===== src/rtl/spi_clkgen_pkg.sv =====
package spi_clkgen_pkg;
  localparam int REG_W   = 32;
  localparam int CNT_W   = 6;
  localparam int SRC_BIT = 31;
  localparam int DIV_LSB = 12;
  localparam int HI_LSB  = 6;
  localparam int LO_LSB  = 0;

  typedef struct packed {
    logic             src;
    logic [CNT_W-1:0] div;
    logic [CNT_W-1:0] hi;
    logic [CNT_W-1:0] lo;
  } clk_cfg_t;
endpackage


===== src/rtl/spi_clkgen_cfg.sv =====
module spi_clkgen_cfg
  import spi_clkgen_pkg::*;
#(
  parameter logic [REG_W-1:0] RST_VAL = 32'h0000_1001
) (
  input  logic             clk_i,
  input  logic             rst_ni,
  input  logic             we_i,
  input  logic [REG_W-1:0] wdata_i,
  output clk_cfg_t         cfg_o,
  output logic [REG_W-1:0] rdata_o
);
  function automatic clk_cfg_t unpack(input logic [REG_W-1:0] w);
    clk_cfg_t c;
    c.src = w[SRC_BIT];
    c.div = w[DIV_LSB +: CNT_W];
    c.hi  = w[HI_LSB  +: CNT_W];
    c.lo  = w[LO_LSB  +: CNT_W];
    return c;
  endfunction

  clk_cfg_t cfg_q;

  always_ff @(posedge clk_i or negedge rst_ni) begin
    if (!rst_ni)   cfg_q <= unpack(RST_VAL);
    else if (we_i) cfg_q <= unpack(wdata_i);
  end

  always_comb begin
    rdata_o = '0;
    rdata_o[SRC_BIT]          = cfg_q.src;
    rdata_o[DIV_LSB +: CNT_W] = cfg_q.div;
    rdata_o[HI_LSB  +: CNT_W] = cfg_q.hi;
    rdata_o[LO_LSB  +: CNT_W] = cfg_q.lo;
  end

  assign cfg_o = cfg_q;
endmodule


===== src/rtl/spi_clkgen_phase.sv =====
module spi_clkgen_phase
  import spi_clkgen_pkg::*;
(
  input  logic     clk_i,
  input  logic     rst_ni,
  input  logic     xfer_i,
  input  clk_cfg_t cfg_i,
  output logic     active_nxt_o,
  output logic     level_nxt_o
);
  localparam logic [CNT_W-1:0] MIN_DIV = CNT_W'(1);

  logic             run_q;
  logic [CNT_W-1:0] ph_q, div_q, hi_q;
  logic [CNT_W-1:0] ph_n;
  logic             start, cont;

  assign start = !run_q && xfer_i;
  assign cont  = run_q && xfer_i;

  always_comb begin
    if (start || !cont)      ph_n = '0;
    else if (ph_q == div_q)  ph_n = '0;
    else                     ph_n = ph_q + CNT_W'(1);
  end

  always_ff @(posedge clk_i or negedge rst_ni) begin
    if (!rst_ni) begin
      run_q <= 1'b0;
      ph_q  <= '0;
      div_q <= MIN_DIV;
      hi_q  <= '0;
    end else begin
      run_q <= xfer_i;
      ph_q  <= ph_n;
      if (start) begin
        div_q <= (cfg_i.div == '0) ? MIN_DIV : cfg_i.div;
        hi_q  <= cfg_i.hi;
      end
    end
  end

  // phase zero is always inside the high phase, so a start rises at once
  assign active_nxt_o = start || cont;
  assign level_nxt_o  = start || (cont && (ph_n <= hi_q));
endmodule


===== src/rtl/spi_clkgen_edge.sv =====
module spi_clkgen_edge (
  input  logic clk_i,
  input  logic rst_ni,
  input  logic active_nxt_i,
  input  logic level_nxt_i,
  output logic sclk_o,
  output logic launch_o,
  output logic sample_o
);
  logic sclk_q, launch_q, sample_q;

  always_ff @(posedge clk_i or negedge rst_ni) begin
    if (!rst_ni) begin
      sclk_q   <= 1'b0;
      launch_q <= 1'b0;
      sample_q <= 1'b0;
    end else begin
      sclk_q   <= level_nxt_i;
      sample_q <= level_nxt_i && !sclk_q;
      launch_q <= active_nxt_i && sclk_q && !level_nxt_i;
    end
  end

  assign sclk_o   = sclk_q;
  assign launch_o = launch_q;
  assign sample_o = sample_q;
endmodule


===== src/rtl/spi_clkgen.sv =====
module spi_clkgen
  import spi_clkgen_pkg::*;
#(
  parameter logic [31:0] RST_VAL = 32'h0000_1001
) (
  input  logic        clk_i,
  input  logic        rst_ni,
  input  logic        cfg_we_i,
  input  logic [31:0] cfg_wdata_i,
  output logic [31:0] cfg_rdata_o,
  input  logic        xfer_active_i,
  output logic        sclk_o,
  output logic        launch_o,
  output logic        sample_o
);
  clk_cfg_t cfg;
  logic     active_nxt, level_nxt;

  spi_clkgen_cfg #(.RST_VAL(RST_VAL)) u_cfg (
    .clk_i   (clk_i),
    .rst_ni  (rst_ni),
    .we_i    (cfg_we_i),
    .wdata_i (cfg_wdata_i),
    .cfg_o   (cfg),
    .rdata_o (cfg_rdata_o)
  );

  spi_clkgen_phase u_phase (
    .clk_i        (clk_i),
    .rst_ni       (rst_ni),
    .xfer_i       (xfer_active_i),
    .cfg_i        (cfg),
    .active_nxt_o (active_nxt),
    .level_nxt_o  (level_nxt)
  );

  spi_clkgen_edge u_edge (
    .clk_i        (clk_i),
    .rst_ni       (rst_ni),
    .active_nxt_i (active_nxt),
    .level_nxt_i  (level_nxt),
    .sclk_o       (sclk_o),
    .launch_o     (launch_o),
    .sample_o     (sample_o)
  );
endmodule


===== config.mk =====
export PLATFORM = sky130hd
export DESIGN_NAME = spi_clkgen
export DESIGN_NICKNAME = d
export VERILOG_FILES = /design/src/rtl/spi_clkgen_pkg.sv /design/src/rtl/spi_clkgen_cfg.sv /design/src/rtl/spi_clkgen_phase.sv /design/src/rtl/spi_clkgen_edge.sv /design/src/rtl/spi_clkgen.sv
export SDC_FILE = /design/constraint.sdc
export NUM_CORES = 1
export LEC_CHECK = 0
export BUFFER_PORTS_ARGS = -buffer_cell sky130_fd_sc_hd__buf_2
export CORE_ASPECT_RATIO = 0.7
export CORE_UTILIZATION = 50
export DETAILED_ROUTE_END_ITERATION = 10
export PLACE_DENSITY = 0.8
export REMOVE_ABC_BUFFERS = 1
export SETUP_SLACK_MARGIN = 0.2
export SYNTH_ARGS = -nofsm -noshare
export SYNTH_HDL_FRONTEND = slang
export SYNTH_HIERARCHICAL = 1
export SYNTH_SLANG_ARGS = --single-unit
export TNS_END_PERCENT = 100

===== constraint.sdc =====
create_clock -name clk_i -period 3.1 [get_ports clk_i]
set_input_delay 0 -clock clk_i [delete_from_list [all_inputs] [get_ports clk_i]]
set_output_delay 0 -clock clk_i [all_outputs]
set_load 0.05 [all_outputs]

### Word level (Yosys, flattened, before mapping)

Cells that the tools add are included.

* bits in registers: 41
* input port bits: 36
* output and inout bits: 35
* word-level logic and storage cells: 31

* add/subtract/negate cells: 1
* $lt $le $gt $ge: 1
* equality and inequality tests: 1
* muxes and demuxes: 3
* reductions and logical operators: 14

Operators with widths (number)
* two-way mux 6 bit: 3
* adder 6 x 1 -> 6 bit, second input constant: 1
* == test 6 bit: 1
* less-or-equal comparator 6 bit: 1
* logical AND 1 bit: 6
* zero test 6 bit: 1
* zero test 1 bit: 4
* logical OR 1 bit: 3

### Logic depth before layout (Yosys ltp)

* word-level depth: 9
* mapped depth: 9
* mapped depth without buffers: 9

### Hierarchy

Netlist, hierarchy kept.

By module, submodules not included
* spi_clkgen_cfg: instances 1, cells an instance 73, area each 1004.7 um2, sequential area each 478.0 um2
* spi_clkgen_phase: instances 1, cells an instance 93, area each 1002.2 um2, sequential area each 476.7 um2
* spi_clkgen_edge: instances 1, cells an instance 5, area each 90.1 um2, sequential area each 75.1 um2

### Worst setup path before layout

No wires, ideal clock.

* path type: register to register
* from: reg u_phase.ph_q[4]
* to: reg u_edge.launch_q (netlist: u_edge/launch_o)
* setup time: 0.120 ns
* data arrival time: 2.184 ns
* setup slack: 0.796 ns
* stages on the path, launching flop included: 9
* buffers on the path: 0
* period minus slack after synthesis: 2.304 ns
* cells stage by stage: dfrtp_1 xor2_1 nor4_4 a211oi_1 ha_1 a211oi_1 o21ai_0 o32ai_1 and3b_1

* cells in the longest elaborated chain, start to end: 8
* elaborated cells between the ends (all ways): 9

Ends and longest elaborated chain
* from (decl): RTL line spi_clkgen_phase.sv:14 `logic [CNT_W-1:0] ph_q, div_q, hi_q;`
* from (signal assigned): RTL line spi_clkgen_phase.sv:35 `ph_q <= ph_n;`
* == test 6 bit: RTL line spi_clkgen_phase.sv:23 `else if (ph_q == div_q) ph_n = '0;`
* two-way mux 6 bit: RTL line spi_clkgen_phase.sv:23
* two-way mux 6 bit: RTL line spi_clkgen_phase.sv:22 `if (start || !cont) ph_n = '0;`
* named net u_phase.ph_n[3]: RTL line spi_clkgen_phase.sv:15 `logic [CNT_W-1:0] ph_n;`
* less-or-equal comparator 6 bit: RTL line spi_clkgen_phase.sv:45 `assign level_nxt_o = start || (cont && (ph_n <= hi_q));`
* logical AND 1 bit: RTL line spi_clkgen_phase.sv:45
* logical OR 1 bit: RTL line spi_clkgen_phase.sv:45
* named net level_nxt: RTL line spi_clkgen.sv:17 `logic active_nxt, level_nxt;`
* zero test 1 bit: RTL line spi_clkgen_edge.sv:20 `launch_q <= active_nxt_i && sclk_q && !level_nxt_i;`
* logical AND 1 bit: RTL line spi_clkgen_edge.sv:20
* to (signal assigned): RTL line spi_clkgen_edge.sv:20
* to (decl): RTL line spi_clkgen_edge.sv:10 `logic sclk_q, launch_q, sample_q;`

The timed path passes the listed nets, and every way through them passes these cells.
A chain may end at the register's enable or synchronous reset.

### Worst setup path in the final report

Ends and elaborated chain as after synthesis.

==> run metrics <==
most frequent cells in the layout buf_2 (44), dfrtp_1 (38), dlygate4sd3_1 (21), mux2_2 (15), conb_1 (13); clk root buf clkbuf_8; Yosys warnings 6; start point of the critical path u_phase/ph_q[4]; Cells on Worst Hold Path 2; worst rel slew slack 0.405; final antenna-violating net count 0; reg2reg start u_phase/ph_q[4]; Final period util 0.825; Horiz. Die Dim 79.4 µm; first-pass GRT wire length 6090 µm; largest area contributor in the synthesized netlist dfrtp_1; Fmax 391 MHz; status finished clean; Cell Pwr Density 543 nW/µm²; post-DP HPWL 2270 µm; post-CTS sizing 0; Diodes inserted 0; final wirelength 3590 µm; Hold Buf Count CTS 21; GPL Wtd Cong 0.836; commonest register cell after synthesis dfrtp_1; Avg Inst Size Synth 12.3 µm²; WL/cell 13.2 µm; number of I/O pins 71; Rows 19; #FFs+latches synth 41; Highest Signal Layer met4; deepest clock path buffer count 2; post-synthesis sequential area ratio 0.491; max cap viols 0; First-pass DRT Iterations 4; via count 1300; Starting Density 0.528; unrepaired setup endpoints after global routing no; DRC 0; clk_skew 0.00534 ns; Post-synth ARST share 1.00; Req. time, crit path 3.29 ns; CP endpoint u_edge/launch_o; critical path type reg2reg; Setup TNS Final 0 ns; largest net degree at the start of global routing 42; most common cell after layout, fill and taps aside buf_2; startpoint types flip-flop; Post-CTS Setup Bufs 0; Synth top area share 0.453; DR vias/cell 4.78; CTS sink cnt 41; Worst-Margin Slew 0.893 ns; r2r endpoint u_edge/launch_o; Synth cell types 33; class of the worst hold path in2reg; Die Height 56.2 µm; gr usage total 0.182; largest fanout on the critical path 7; TritonCTS Buffers 5; met2 WL post-DR 1580 µm; Synth Instances 171; M1 wire length 1730 µm; final hold vios 0; Skew-Pair Late Insertion Delay 0.30 ns; R2R Setup Slk 0.54 ns; max-slew violations 0; final setup margin 0.542 ns; worst path arrival time 2.75 ns; peak supply drop 343 µV; Worst Setup End Kind flip-flop; Setup WS pre-CTS 0.525 ns; CTS H-tree depth 2; r2r worst-path depth 8; full die area 4460 µm²; P&R area growth vs syn 16.7%; final setup fails 0; GR Overflow Total 0; TritonCTS clock tree done; DRT iter0 DRCs 62; port buffer count 44; net count reported at finish 262; number of synthesized flops with an enable pin 0; leakage 1.18 nW; cell area after synthesis 2100 µm²; Synth area leaders dfrtp_1 (45%), buf_4 (11%), mux2_2 (8.1%); Final min period 2.56 ns; Placeable Area 3970 µm²; vias in the first global route 1391; initial antenna violation count 0; layout cells sized above 1 0.373; CTS clk-pin slew, worst paths 0.08 ns; met3 wire length 217 µm
==> stage by stage <==
step / utilization / area (µm²) / hold slack, ns / total power [mW] / cells
4_1_cts: 0.616 / 2450 / 0.266 / 1.34 / 272
2_1_floorplan: - / 1860 / -0.296 / 0.887 / 146
3_3_place_gp: 0.541 / 2150 / 0.167 / 0.966 / 243
3_5_place_dp: 0.541 / 2150 / 0.177 / 0.974 / 243
6_report: 0.616 / 2450 / 0.265 / 1.33 / 272
5_1_grt: 0.616 / 2450 / 0.286 / 1.39 / 272
==> layer usage <==
| metal | vias up | global-route usage |
|---|---|---|
| met4 | 0 | 0.0805 |
| met3 | 8 | 0.0574 |
| li1 | 631 | - |
| met2 | 63 | 0.296 |
| met1 | 598 | 0.223 |
| met5 | - | 0 |
==> synth_stat cells (2+ instances only) <==
| master | count |
|---|---|
| a211oi_1 | 5 |
| a21oi_1 | 6 |
| buf_2 | 2 |
| buf_4 | 32 |
| dfrtp_1 | 38 |
| dfstp_2 | 3 |
| ha_1 | 7 |
| inv_1 | 7 |
| mux2_2 | 15 |
| mux2_4 | 10 |
| nand2_1 | 7 |
| nand3_1 | 2 |
| nor2_1 | 3 |
| nor2b_1 | 2 |
| o21ai_0 | 7 |
| xnor2_1 | 2 |
| xor2_1 | 7 |
==> report_power, final <==
group / leakage (nW) / switching [mW] / internal, mW
Clock: 0.0374 / 0.187 / 0.159
Combinational: 0.652 / 0.230 / 0.120
Sequential: 0.495 / 0.0383 / 0.596
Total: 1.18 / 0.455 / 0.874
==> worst max-delay path: stages (launching register included) <==
cell and delay [ns]:
dfrtp_1 0.43, xor2_1 0.18, nor4_4 0.46, a211oi_1 0.19
ha_1 0.32, a211oi_1 0.22, o21ai_0 0.12, o32ai_1 0.32
and3b_1 0.22
==> registers in the layout, indices dropped and copies added (netlist names) <==
name / count
u_cfg/cfg_o: 19
u_phase/div_q: 6
u_phase/hi_q: 6
u_phase/ph_q: 6
u_edge/launch_o: 1
u_edge/sample_o: 1
u_edge/sclk_o: 1
u_phase/run_q: 1
==> layout make-up <==
cell class | count | area (µm²)
Sequential cell | 41 | 1030
Clock buffer | 6 | 72.6
Tap cell | 52 | 65.1
Timing Repair Buffer | 66 | 438
Clock inverter | 2 | 15.0
Fill cell | 299 | 1520
Multi-Input combinational cell | 98 | 801
Inverter | 7 | 26.3
==> logic make-up (layout without fill, tap and decap cells) <==
family | count (synthesis) | count (layout) | synth area share
AOI/OAI and AO/OA | 23 | 23 | 0.0692
xor gates and xnor gates | 9 | 9 | 0.0376
adders and majority gates | 7 | 7 | 0.0418
buffers and inverters | 44 | 81 | 0.149
DFF | 41 | 41 | 0.491
muxes | 25 | 25 | 0.152
other | 1 | 13 | 0.00179
and+or+nand+nor | 21 | 21 | 0.0579
==> worst min path at each step <==
stage | start | endpoint | slack (ns)
finish | cfg_we_i | u_cfg/cfg_o[1] | 0.27
global route | cfg_we_i | u_cfg/cfg_o[1] | 0.29
CTS | cfg_we_i | u_cfg/cfg_o[1] | 0.27
detailed placement | rst_ni | u_cfg/cfg_o[14] | 0.18
global placement | rst_ni | u_cfg/cfg_o[13] | 0.17
floorplan | rst_ni | u_cfg/cfg_o[10] | -0.30
No activity file was read; power rests on OpenSTA's default activity.
